File: src/rtl/i2cm_pkg.sv
package i2cm_pkg;
   typedef enum logic [2:0] {
      ST_IDLE, ST_START, ST_HOLD, ST_BIT, ST_STOP, ST_RSTART
   } eng_st_t;

   localparam logic [1:0] A_DIV  = 2'd0;
   localparam logic [1:0] A_CTRL = 2'd1;
   localparam logic [1:0] A_STAT = 2'd2;
   localparam logic [1:0] A_DATA = 2'd3;

   localparam int C_EN  = 7;
   localparam int C_IE  = 6;
   localparam int C_MST = 5;
   localparam int C_TX  = 4;
   localparam int C_NAK = 3;
   localparam int C_RS  = 2;

   localparam int S_DONE = 7;
   localparam int S_BUSY = 5;
   localparam int S_NAK  = 0;
endpackage

File: src/rtl/i2cm_clkdiv.sv
module i2cm_clkdiv #(
   parameter int DIV_W = 8
) (
   input  logic             clk,
   input  logic             rst_n,
   input  logic             run,
   input  logic [DIV_W-1:0] div,
   output logic             tick
);
   logic [DIV_W-1:0] cnt;

   assign tick = run && (cnt == div);

   always_ff @(posedge clk or negedge rst_n) begin
      if (!rst_n)           cnt <= '0;
      else if (!run || tick) cnt <= '0;
      else                  cnt <= cnt + 1'b1;
   end

   // quarter ticks are spaced div+1 cycles apart
   a_r5_tick_spacing: assert property (@(posedge clk) disable iff (!rst_n)
      (tick && div != '0) |=> (!tick || div == '0));
endmodule

File: src/rtl/i2cm_busmon.sv
module i2cm_busmon #(
   parameter int SYNC_STAGES = 2
) (
   input  logic clk,
   input  logic rst_n,
   input  logic scl_in,
   input  logic sda_in,
   output logic busy
);
   logic scl_s, sda_s, scl_p, sda_p;
   logic start_det, stop_det;

   generate
      if (SYNC_STAGES == 0) begin : g_direct
         assign scl_s = scl_in;
         assign sda_s = sda_in;
      end else begin : g_sync
         logic [SYNC_STAGES-1:0] scl_q, sda_q;
         for (genvar i = 0; i < SYNC_STAGES; i++) begin : g_stage
            always_ff @(posedge clk or negedge rst_n) begin
               if (!rst_n) begin
                  scl_q[i] <= 1'b1;
                  sda_q[i] <= 1'b1;
               end else if (i == 0) begin
                  scl_q[i] <= scl_in;
                  sda_q[i] <= sda_in;
               end else begin
                  scl_q[i] <= scl_q[(i == 0) ? 0 : i-1];
                  sda_q[i] <= sda_q[(i == 0) ? 0 : i-1];
               end
            end
         end
         assign scl_s = scl_q[SYNC_STAGES-1];
         assign sda_s = sda_q[SYNC_STAGES-1];
      end
   endgenerate

   always_ff @(posedge clk or negedge rst_n) begin
      if (!rst_n) begin
         scl_p <= 1'b1;
         sda_p <= 1'b1;
      end else begin
         scl_p <= scl_s;
         sda_p <= sda_s;
      end
   end

   assign start_det = scl_s && scl_p && sda_p && !sda_s;
   assign stop_det  = scl_s && scl_p && !sda_p && sda_s;

   always_ff @(posedge clk or negedge rst_n) begin
      if (!rst_n)         busy <= 1'b0;
      else if (start_det) busy <= 1'b1;
      else if (stop_det)  busy <= 1'b0;
   end
endmodule

File: src/rtl/i2cm_engine.sv
module i2cm_engine
   import i2cm_pkg::*;
#(
   parameter int BYTE_BITS = 8
) (
   input  logic                 clk,
   input  logic                 rst_n,
   input  logic                 tick,
   input  logic                 start_cmd,
   input  logic                 stop_cmd,
   input  logic                 rs_cmd,
   input  logic                 tx_cmd,
   input  logic                 rx_cmd,
   input  logic [BYTE_BITS-1:0] tx_byte,
   input  logic                 nak_sel,
   input  logic                 sda_in,
   output logic                 scl_oe,
   output logic                 sda_oe,
   output logic                 active,
   output logic                 byte_end,
   output logic [BYTE_BITS-1:0] rx_byte,
   output logic                 rx_nak
);
   localparam int CNT_W = $clog2(BYTE_BITS + 1);
   localparam logic [CNT_W-1:0] ACK_SLOT = CNT_W'(BYTE_BITS);

   eng_st_t              st;
   logic [1:0]           q;
   logic [CNT_W-1:0]     bitn;
   logic [BYTE_BITS-1:0] sh;
   logic                 is_rx, ack_nak;
   logic                 start_req, stop_req, rs_req, tx_req, rx_req;

   assign active   = (st != ST_IDLE) || start_req;
   assign byte_end = (st == ST_BIT) && tick && (q == 2'd3) && (bitn == ACK_SLOT);
   assign rx_byte  = sh;

   always_ff @(posedge clk or negedge rst_n) begin
      if (!rst_n) begin
         st <= ST_IDLE; q <= '0; bitn <= '0; sh <= '0;
         is_rx <= 1'b0; ack_nak <= 1'b0; rx_nak <= 1'b0;
         start_req <= 1'b0; stop_req <= 1'b0; rs_req <= 1'b0;
         tx_req <= 1'b0; rx_req <= 1'b0;
      end else begin
         if (start_cmd) start_req <= 1'b1;
         if (stop_cmd) begin
            if (st == ST_IDLE) start_req <= 1'b0;
            else               stop_req  <= 1'b1;
         end
         if (rs_cmd) rs_req <= 1'b1;
         if (tx_cmd) tx_req <= 1'b1;
         if (rx_cmd) rx_req <= 1'b1;

         case (st)
            ST_IDLE: begin
               stop_req <= 1'b0; rs_req <= 1'b0;
               tx_req <= 1'b0; rx_req <= 1'b0;
               q <= '0;
               if (start_req && !stop_cmd) begin
                  st <= ST_START;
                  start_req <= 1'b0;
               end
            end
            ST_START, ST_RSTART: if (tick) begin
               q <= q + 2'd1;
               if (q == 2'd3) st <= ST_HOLD;
            end
            ST_HOLD: if (tick) begin
               bitn <= '0;
               q    <= '0;
               if (tx_req) begin
                  st <= ST_BIT; is_rx <= 1'b0; sh <= tx_byte; tx_req <= 1'b0;
               end else if (rx_req) begin
                  st <= ST_BIT; is_rx <= 1'b1; ack_nak <= nak_sel; rx_req <= 1'b0;
               end else if (rs_req) begin
                  st <= ST_RSTART; rs_req <= 1'b0;
               end else if (stop_req) begin
                  st <= ST_STOP; stop_req <= 1'b0;
               end
            end
            ST_BIT: if (tick) begin
               q <= q + 2'd1;
               if (q == 2'd2) begin
                  if (bitn == ACK_SLOT) begin
                     if (!is_rx) rx_nak <= sda_in;
                  end else if (is_rx) begin
                     sh <= {sh[BYTE_BITS-2:0], sda_in};
                  end
               end
               if (q == 2'd3) begin
                  if (bitn == ACK_SLOT) begin
                     bitn <= '0;
                     if (stop_req) begin
                        st <= ST_STOP; stop_req <= 1'b0;
                     end else begin
                        st <= ST_HOLD;
                     end
                  end else begin
                     bitn <= bitn + 1'b1;
                     if (!is_rx) sh <= {sh[BYTE_BITS-2:0], 1'b0};
                  end
               end
            end
            ST_STOP: if (tick) begin
               q <= q + 2'd1;
               if (q == 2'd3) st <= ST_IDLE;
            end
            default: st <= ST_IDLE;
         endcase
      end
   end

   // Line drive per state and quarter: 1 pulls the wire low
   always_comb begin
      scl_oe = 1'b0;
      sda_oe = 1'b0;
      case (st)
         ST_START: begin
            scl_oe = (q == 2'd3);
            sda_oe = (q != 2'd0);
         end
         ST_HOLD: begin
            scl_oe = 1'b1;
            sda_oe = 1'b1;
         end
         ST_BIT: begin
            scl_oe = (q == 2'd0) || (q == 2'd3);
            if (bitn == ACK_SLOT) sda_oe = is_rx && !ack_nak;
            else                  sda_oe = !is_rx && !sh[BYTE_BITS-1];
         end
         ST_STOP: begin
            scl_oe = (q == 2'd0);
            sda_oe = (q == 2'd0) || (q == 2'd1);
         end
         ST_RSTART: begin
            scl_oe = (q == 2'd0) || (q == 2'd3);
            sda_oe = (q == 2'd2) || (q == 2'd3);
         end
         default: ;
      endcase
   end

   // SDA holds while SCL is released inside a byte
   a_r6_sda_steady: assert property (@(posedge clk) disable iff (!rst_n)
      (st == ST_BIT && $past(st == ST_BIT) && !scl_oe && $past(!scl_oe))
      |-> (sda_oe == $past(sda_oe)));

   // the cycle after a STOP completes, both wires are released
   a_r7_stop_release: assert property (@(posedge clk) disable iff (!rst_n)
      (st == ST_STOP && tick && q == 2'd3) |=> (!scl_oe && !sda_oe));
endmodule

File: src/rtl/i2c_byte_master.sv
module i2c_byte_master
   import i2cm_pkg::*;
#(
   parameter int DIV_W       = 8,
   parameter int DIV_RESET   = 4,
   parameter int SYNC_STAGES = 2
) (
   input  logic       clk,
   input  logic       rst_n,
   input  logic [1:0] reg_addr,
   input  logic       reg_wr,
   input  logic       reg_rd,
   input  logic [7:0] reg_wdata,
   output logic [7:0] reg_rdata,
   output logic       irq,
   input  logic       scl_in,
   input  logic       sda_in,
   output logic       scl_oe,
   output logic       sda_oe
);
   localparam int BYTE_BITS = 8;

   generate
      if (DIV_W < 2 || DIV_W > 8) begin : g_bad_div
         $error("i2c_byte_master: DIV_W must lie in 2..8");
      end
      if (SYNC_STAGES > 4) begin : g_bad_sync
         $error("i2c_byte_master: SYNC_STAGES must not exceed 4");
      end
      if (DIV_RESET < 0 || DIV_RESET >= (1 << DIV_W)) begin : g_bad_rst
         $error("i2c_byte_master: DIV_RESET does not fit DIV_W");
      end
   endgenerate

   logic [DIV_W-1:0]     div_q;
   logic [7:0]           ctrl_q;
   logic [BYTE_BITS-1:0] txd_q, rxd_q;
   logic                 done_q;
   logic                 tick, eng_active, byte_end, rx_nak, bus_busy;
   logic [BYTE_BITS-1:0] rx_byte;
   logic                 ctrl_wr, data_wr, data_rd, stat_wr;
   logic                 start_cmd, stop_cmd, rs_cmd, tx_cmd, rx_cmd;

   assign ctrl_wr = reg_wr && (reg_addr == A_CTRL);
   assign data_wr = reg_wr && (reg_addr == A_DATA);
   assign stat_wr = reg_wr && (reg_addr == A_STAT);
   assign data_rd = reg_rd && (reg_addr == A_DATA);

   assign start_cmd = ctrl_wr && reg_wdata[C_MST] && !ctrl_q[C_MST] && reg_wdata[C_EN];
   assign stop_cmd  = ctrl_wr && !reg_wdata[C_MST] && ctrl_q[C_MST];
   assign rs_cmd    = ctrl_wr && reg_wdata[C_RS] && reg_wdata[C_MST] && ctrl_q[C_MST];
   assign tx_cmd    = data_wr && ctrl_q[C_TX] && ctrl_q[C_MST] && eng_active;
   assign rx_cmd    = data_rd && !ctrl_q[C_TX] && ctrl_q[C_MST] && eng_active;

   always_ff @(posedge clk or negedge rst_n) begin
      if (!rst_n) begin
         div_q  <= DIV_W'(DIV_RESET);
         ctrl_q <= '0;
         txd_q  <= '0;
         rxd_q  <= '0;
         done_q <= 1'b0;
      end else begin
         if (reg_wr && reg_addr == A_DIV) div_q <= reg_wdata[DIV_W-1:0];
         if (ctrl_wr) begin
            ctrl_q       <= reg_wdata;
            ctrl_q[C_RS] <= 1'b0;
         end
         if (data_wr) txd_q <= reg_wdata;
         if (byte_end) begin
            done_q <= 1'b1;
            rxd_q  <= rx_byte;
         end else if (stat_wr && !reg_wdata[S_DONE]) begin
            done_q <= 1'b0;
         end
      end
   end

   always_comb begin
      reg_rdata = '0;
      case (reg_addr)
         A_DIV:  reg_rdata[DIV_W-1:0] = div_q;
         A_CTRL: reg_rdata = ctrl_q;
         A_STAT: begin
            reg_rdata[S_DONE] = done_q;
            reg_rdata[S_BUSY] = bus_busy;
            reg_rdata[S_NAK]  = rx_nak;
         end
         default: reg_rdata = rxd_q;
      endcase
   end

   assign irq = done_q && ctrl_q[C_IE];

   i2cm_clkdiv #(.DIV_W(DIV_W)) u_div (
      .clk(clk), .rst_n(rst_n), .run(eng_active), .div(div_q), .tick(tick)
   );

   i2cm_engine #(.BYTE_BITS(BYTE_BITS)) u_eng (
      .clk(clk), .rst_n(rst_n), .tick(tick),
      .start_cmd(start_cmd), .stop_cmd(stop_cmd), .rs_cmd(rs_cmd),
      .tx_cmd(tx_cmd), .rx_cmd(rx_cmd), .tx_byte(txd_q), .nak_sel(ctrl_q[C_NAK]),
      .sda_in(sda_in), .scl_oe(scl_oe), .sda_oe(sda_oe), .active(eng_active),
      .byte_end(byte_end), .rx_byte(rx_byte), .rx_nak(rx_nak)
   );

   i2cm_busmon #(.SYNC_STAGES(SYNC_STAGES)) u_mon (
      .clk(clk), .rst_n(rst_n), .scl_in(scl_in), .sda_in(sda_in), .busy(bus_busy)
   );

   // the byte flag only rises at the end of a ninth clock
   a_r3_done_on_byte: assert property (@(posedge clk) disable iff (!rst_n)
      $rose(done_q) |-> $past(byte_end));

   // with enable clear and the engine idle, no transfer begins
   a_r12_no_start_disabled: assert property (@(posedge clk) disable iff (!rst_n)
      (!ctrl_q[C_EN] && !ctrl_wr && !eng_active) |=> !eng_active);
endmodule

File: config.mk
export PLATFORM = sky130hd
export DESIGN_NAME = i2c_byte_master
export DESIGN_NICKNAME = d
export VERILOG_FILES = /design/src/rtl/i2cm_pkg.sv /design/src/rtl/i2cm_clkdiv.sv /design/src/rtl/i2cm_busmon.sv /design/src/rtl/i2cm_engine.sv /design/src/rtl/i2c_byte_master.sv
export SDC_FILE = /design/constraint.sdc
export NUM_CORES = 1
export LEC_CHECK = 0
export BUFFER_PORTS_ARGS = -buffer_cell sky130_fd_sc_hd__buf_2
export CAP_MARGIN = 30
export CORE_MARGIN = 4
export CORE_UTILIZATION = 55
export DETAILED_ROUTE_END_ITERATION = 7
export GPL_TIMING_DRIVEN = 0
export PLACE_DENSITY = 0.8
export SLEW_MARGIN = 20
export SYNTH_ARGS = -nofsm -noshare
export SYNTH_HDL_FRONTEND = slang
export SYNTH_SLANG_ARGS = --single-unit
File: constraint.sdc
create_clock -name clk -period 2.7 [get_ports clk]
set_input_delay 0.54 -clock clk [delete_from_list [all_inputs] [get_ports clk]]
set_output_delay 0.54 -clock clk [all_outputs]
set_load 0.03 [all_outputs]
==> results of run 1 <==
-- final timing paths --
path	start	to	slack, ns
worst max-delay path	u_eng.bitn[0]	sda_oe	0.13
worst min-delay path	rst_n	u_div.cnt[0]	0.13
worst max register to register	u_div.cnt[3]	rxd_q[2]	0.24
worst min register to register	u_mon.g_sync.sda_q[0]	u_mon.sda_s	0.36
max in group asynchronous	rst_n	div_q[2]	1.95
min in group clk	scl_in	u_mon.g_sync.scl_q[0]	0.28
-- area by class of cell --
| class | instances | area (sq um) | area share |
|---|---|---|---|
| sequential | 72 | 1810 | 0.439 |
| multi-input combinational | 230 | 1750 | 0.423 |
| timing repair buffer | 27 | 153 | 0.0370 |
| clock buffer | 11 | 151 | 0.0367 |
| tap | 77 | 96.3 | 0.0234 |
| clock inverter | 5 | 78.8 | 0.0191 |
| buffer | 12 | 47.5 | 0.0115 |
| inverter | 11 | 41.3 | 0.0100 |
-- registers in the layout, summed over array words and instances (netlist names), 2 cells and up --
register and count:
u_eng.st 3, ctrl_q 7, u_div.cnt 8, u_eng.bitn 4, rxd_q 8, u_eng.rx_byte 8
txd_q 8, div_q 8, u_eng.q 2
-- logic make-up (layout without fill, tap and decap cells) --
kind of cell | Yosys count | in the layout
simple gates | 95 | 95
flops | 72 | 72
xor+xnor | 14 | 14
compound gates | 73 | 73
fa+ha+maj | 7 | 7
mux | 41 | 41
buf+inv | 24 | 66
-- where the power goes --
| part | switching, mW | total, mW | internal (mW) |
|---|---|---|---|
| Sequential | 0.254 | 1.56 | 1.31 |
| Clock | 0.399 | 0.968 | 0.569 |
| Combinational | 0.677 | 1.12 | 0.447 |
| Total | 1.33 | 3.65 | 2.32 |
-- per-layer routing --
layer / vias to the layer above / global-route usage
li1: 1262 / -
met5: - / 0
met4: 0 / 0.0893
met1: 1372 / 0.312
met3: 17 / 0.0756
met2: 114 / 0.342
-- timing repair --
item / 4_1_cts / 5_1_grt
setup endpoints to repair: 0 / 2
buffers inserted: 0 / 0
gates resized for setup: 0 / 2
hold endpoints to repair: 0 / 0
-- cells in the final DEF (no fill, tap or decap), types with 5 or more instances in the layout --
cell,synthesis,routed
nor2_1,25,25
nand3_1,10,10
clkbuf_8,0,11
dfstp_2,7,7
a21oi_1,12,12
nand2_1,23,23
o21ai_0,18,18
nor3_1,5,5
clkbuf_1,12,10
dfrtp_1,65,65
mux2i_1,6,6
a2bb2oi_1,7,7
mux2_2,23,23
o22ai_1,9,9
a31oi_1,5,5
ha_1,7,7
xor2_1,13,13
inv_1,10,10
buf_2,1,26
mux2_4,8,8
-- stage by stage --
step	power [mW]	hold slack, ns	utilization	instance area (sq um)	instances
after detailed placement	2.69	0.347	0.610	3900	430
after CTS	3.66	0.139	0.646	4130	446
after global routing	3.88	0.153	0.646	4130	445
after floorplan	2.36	0.244	-	3650	326
final	3.65	0.135	0.646	4130	445
after global placement	2.64	0.347	0.607	3870	429
==> summary.md, run 1 <==
| Metric | Value |
|---|---|
| Width of the die | 89.4 um |
| Initial DRC Count | 247 |
| EDFF count, synth | 0 |
| Most frequent cell after synthesis | dfrtp_1 |
| Share of post-route cells with drive strength above 1 | 0.258 |
| Crit path cell chain | inv_1 > ha_1 > and3b_1 > nor3_1 > a31oi_1 > o22ai_1 > buf_2 |
| Sequential element share of the synthesized area | 0.496 |
| RSZ-0062 raised after global routing | no |
| Synth top area share | 0.446 |
| Hold-fix buffer count after cts | 0 |
| Crit-path slowest cell | dfrtp_1 |
| Peak VDD IR | 0.000678 V |
| PnR worst setup slack | around 0.13 ns |
| Yosys top cell by area | dfrtp_1 |
| Via-per-instance ratio | about 6.2 |
| Mapped Cells | approximately 330 |
| Met2 WL | around 3.8 mm |
| Core region area | around 6400 sq um |
| Clock skew | roughly 0.0073 ns |
| Met3 wire len | about 570 um |
| Residual DRC | 0 |
| Final setup viols | 0 |
| Worst setup path class | flip-flop to output pin |
| Power per cell area | around 900 nW/um^2 |
| Routed wire per std cell | between 15 and 20 um |
| Post-layout net count | just under 400 |
| Largest net degree at the start of global routing | 40 |
| Post-synth cell types | 57 |
| Setup_tns | 0 ns |
| H-Tree Depth | 3 |
| Adder-cell share of the synthesized area | 0.0240 |
| Asr flop ratio synth | 1.00 |
| Synth top area cells | dfrtp_1 (45%), mux2_2 (7.1%), dfstp_2 (5.0%) |
| Worst-path fanout max | 10 |
| CTS tree | built |
| Max Cap Viol | 0 |
| Tcrit/Tclk final | 0.952 |
| Slew Viols, Final | 0 |
| Element type at the critical path start | flip-flop |
| Mapped Area | between 3000 and 4000 sq um |
| Synthesized net count | between 300 and 400 |
| Largest family of logic cells by synthesized area | simple AND/OR/NAND/NOR gates |
| Total wire length | around 8.2 mm |
| Post-route ant nets | 0 |
| Clk sinks | 72 |
| Die ar. | ~8000 sq um |
| Critical path depth in cells | 7 |
| Floorplan row count | 29 |
| Final Critical Period | about 2.6 ns |
| GP Congestion | 0.916 |
| Clock-pin slew on the worst setup and hold paths | 0.07 ns |
| Filler instances | around 500 |
| XOR/XNOR share of the synthesized area | 0.0336 |
| Synth Register Bits | 72 |
| Critical Path RT | between 2 and 2.5 ns |
| Number of antenna diodes | 0 |
| Starting Density | 0.571 |
| CP delay by family, top | simple AND/OR/NAND/NOR gates |
| Global route overflow | 0 |
| Top FF cell, synth | dfrtp_1 |
| Crit end category | output pin |
| Gr usage total | 0.229 |
| TritonCTS Buffers | 9 |
| Drt pass-1 iters | 6 |
| Critical Path AT | 2.03 ns |
| Clk_lat worst skew | around 0.35 ns |
| Synth cell count leaders | dfrtp_1 (65), nor2_1 (25), mux2_2 (23), nand2_1 (23), o21ai_0 (18) |
| CP Buf/Inv Count | 2 |
| Synth warn | 0 |
| Synth Area per Inst | ~11 sq um |
| M1 wire length | approximately 3.7 mm |
| Worst reg2reg path depth | 5 |
| Fmax | 389 MHz |
| Synth Area in Simple Gates | 0.148 |
| Max Buffers Root-to-Sink | 2 |
| LEAKAGE | approximately 1.8 nW |
| Area grow syn2layout | 13.1% |
| Routed via count | about 2.8k |
| First-pass GRT wire length | between 10 and 15 mm |
| I/O pins | 27 |
| Vias in the first global route | about 2.7k |
| Top layer in use | met4 |
| Die Ht | roughly 89 um |
| Final Hold Vio Count | 0 |
| Status | complete, no violations |
| HPWL Detailed | roughly 5.8 mm |
| Max-slew headroom | 0.453 |
| Complex-gate fraction of the synthesized area | 0.131 |
| Antenna violations before repair | 0 |
| HP Class | input pin to asynchronous set/reset pin |
| Largest stage delay, worst path | 0.42 ns |
| Multiplexer share of the synthesized area | 0.142 |
| Worst-Margin Slew | slightly above 0.8 ns |
| Root buffer cell | clkbuf_8 |
| IO buf count | 26 |
| Pre-CTS WS | about 0.27 ns |
Note: power is estimated with default switching activity, not from simulation.
==> run 2, diff against run 1 <==
- SYNTH_HIERARCHICAL: default -> 1
- clock period: 2.7 -> 3.3 ns (I/O delays scaled with it)
==> summary.md, run 2 <==
| Metric | Value |
|---|---|
| Global route overflow | 0 |
| First-pass GRT wire length | 14.4 mm |
| Final Critical Period | between 3 and 4 ns |
| Hold-fix buffer count after cts | 0 |
| Largest net degree at the start of global routing | between 60 and 70 |
| Worst setup path class | flip-flop to flip-flop |
| Largest stage delay, worst path | 0.52 ns |
| CTS tree | built |
| Max Buffers Root-to-Sink | 2 |
| Status | complete, no violations |
| H-Tree Depth | 3 |
| Clk sinks | 72 |
| Peak VDD IR | between 0.0004 and 0.0005 V |
| TritonCTS Buffers | 9 |
| Setup_tns | 0 ns |
| Asr flop ratio synth | 1.00 |
| Starting Density | 0.580 |
| Post-synth cell types | 64 |
| Slew Viols, Final | 0 |
| Power per cell area | 724 nW/um^2 |
| Yosys top cell by area | dfrtp_1 |
| Worst reg2reg path depth | 8 |
| CP Buf/Inv Count | 2 |
| Worst-Margin Slew | 0.598 ns |
| Post-route ant nets | 0 |
| Total wire length | about 8.5 mm |
| Post-layout net count | slightly below 400 |
| Area grow syn2layout | 13.8% |
| Die Ht | slightly above 90 um |
| Synth top area share | 0.432 |
| Clk_lat worst skew | approximately 0.35 ns |
| Worst-path fanout max | 10 |
| Sequential element share of the synthesized area | 0.481 |
| Max Cap Viol | 0 |
| HP Class | input pin to asynchronous set/reset pin |
| Share of post-route cells with drive strength above 1 | 0.297 |
| Clock skew | 0.00603 ns |
| Synth cell count leaders | dfrtp_1 (65), mux2_2 (32), nor2_1 (19) |
| Reg2reg end | rxd_q[2] |
| Critical Path RT | 3.53 ns |
| Synth Area per Inst | approximately 11 sq um |
| Initial DRC Count | approximately 120 |
| Synth top area cells | dfrtp_1 (43%), mux2_2 (9.6%), dfstp_2 (4.9%) |
| Routed wire per std cell | 18.7 um |
| Drt pass-1 iters | 5 |
| Synth warn | 6 |
| Core region area | between 6000 and 7000 sq um |
| Crit end category | flip-flop |
| Critical Path AT | 3.30 ns |
| Root buffer cell | clkbuf_8 |
| RSZ-0062 raised after global routing | no |
| Element type at the critical path start | flip-flop |
| Final Hold Vio Count | 0 |
| Crit path cell chain | xor2_2 > nor4_4 > and3_1 > buf_2 > nand3_1 > nor2_1 > clkbuf_1 > mux2_2 |
| Worst r2r src | div_q[7] |
| Post-route total power | 3.10 mW |
| CP delay by family, top | simple AND/OR/NAND/NOR gates |
| Antenna violations before repair | 0 |
| Mapped Area | approximately 3800 sq um |
| Width of the die | between 90 and 100 um |
| Most frequent cell after synthesis | dfrtp_1 |
| Most frequent cells in the layout | dfrtp_1 (65), buf_2 (35), mux2_2 (32), nor2_1 (19) |
| Top FF cell, synth | dfrtp_1 |
| Via-per-instance ratio | 6.34 |
| GP Congestion | approximately 0.9 |
| Mapped Cells | roughly 330 |
| EDFF count, synth | 0 |
| Worst reg2reg setup slack | ~0.24 ns |
| HPWL Detailed | roughly 6.0 mm |
| IO buf count | 26 |
| Hold WS | ~0.16 ns |
| Routed via count | around 2.9k |
| Floorplan row count | 29 |
| Commonest non-fill, non-tap cell in the layout | dfrtp_1 |
| Synthesized net count | 357 |
| Residual DRC | 0 |
| LEAKAGE | 1.93 nW |
| Max-slew headroom | 0.600 |
| I/O pins | 27 |
| Final setup viols | 0 |
| Clock-pin slew on the worst setup and hold paths | ~0.080 ns |
| Number of antenna diodes | 0 |
| Fmax | 327 MHz |
| Crit-path slowest cell | nor4_4 |
| Tcrit/Tclk final | 0.928 |
| Vias in the first global route | roughly 2.8k |
| Gr usage total | 0.218 |
| Synth Register Bits | 72 |
| Die ar. | 8240 sq um |
-- run 2: how the worst max path moves through the flow --
stage,from,to,slack (ns),depth (start not counted)
CTS,div_q[7],rxd_q[2],0.07,8
floorplan,div_q[7],rxd_q[0],0.71,8
global placement,div_q[7],rxd_q[4],0.12,8
global route,u_div/cnt[4],rxd_q[7],0.02,8
finish,div_q[7],rxd_q[2],0.24,8
detailed placement,div_q[7],rxd_q[2],0.05,8
-- run 2: layout make-up --
type / count / area [sq um]
multi-input combinational: 231 / 1810
timing repair buffer: 27 / 160
clock inverter: 7 / 120
clock buffer: 9 / 124
tap: 77 / 96.3
inverter: 14 / 52.6
sequential: 72 / 1810
fill: 476 / 2210
buffer: 17 / 110
-- run 2: through the flow --
| stage | instances | utilization | worst slack (ns) | area [sq um] |
|---|---|---|---|---|
| after floorplan | 334 | - | 0.715 | 3770 |
| after global placement | 437 | 0.615 | 0.122 | 3990 |
| after detailed placement | 438 | 0.619 | 0.0526 | 4020 |
| after CTS | 454 | 0.657 | 0.0699 | 4270 |
| after global routing | 454 | 0.660 | 0.0199 | 4280 |
| final | 454 | 0.660 | 0.238 | 4280 |
-- run 2: metal layers --
metal | share of wire | GRT usage | up-vias
met1 | 0.44 | 0.289 | 1451
met4 | 0.023 | 0.0778 | 0
met2 | 0.48 | 0.346 | 100
met3 | 0.051 | 0.0567 | 17
met5 | 0 | 0 | -
li1 | - | - | 1312
-- run 2: logic make-up (layout without fill, tap and decap cells) --
group | count (synthesis) | count (layout) | synth area share
AO/OA/AOI/OAI | 82 | 82 | 0.147
adder cells (fa/ha/maj) | 7 | 7 | 0.0233
AND/OR/NAND/NOR | 88 | 88 | 0.140
XOR/XNOR | 11 | 11 | 0.0296
flip-flops | 72 | 72 | 0.481
buffers and inverters | 31 | 74 | 0.0432
multiplexers | 43 | 43 | 0.137
-- run 2: what timing repair did --
action,in CTS,in global routing
hold endpoints to repair,0,0
resized for setup,0,2
buffers inserted,0,0
endpoints found under the setup margin,0,8
-- run 2: power breakdown --
group	leakage, nW	internal (mW)	total (mW)	switching (mW)
logic	0.903	0.427	1.02	0.598
clock network	0.119	0.503	0.841	0.338
registers	0.903	1.06	1.24	0.179
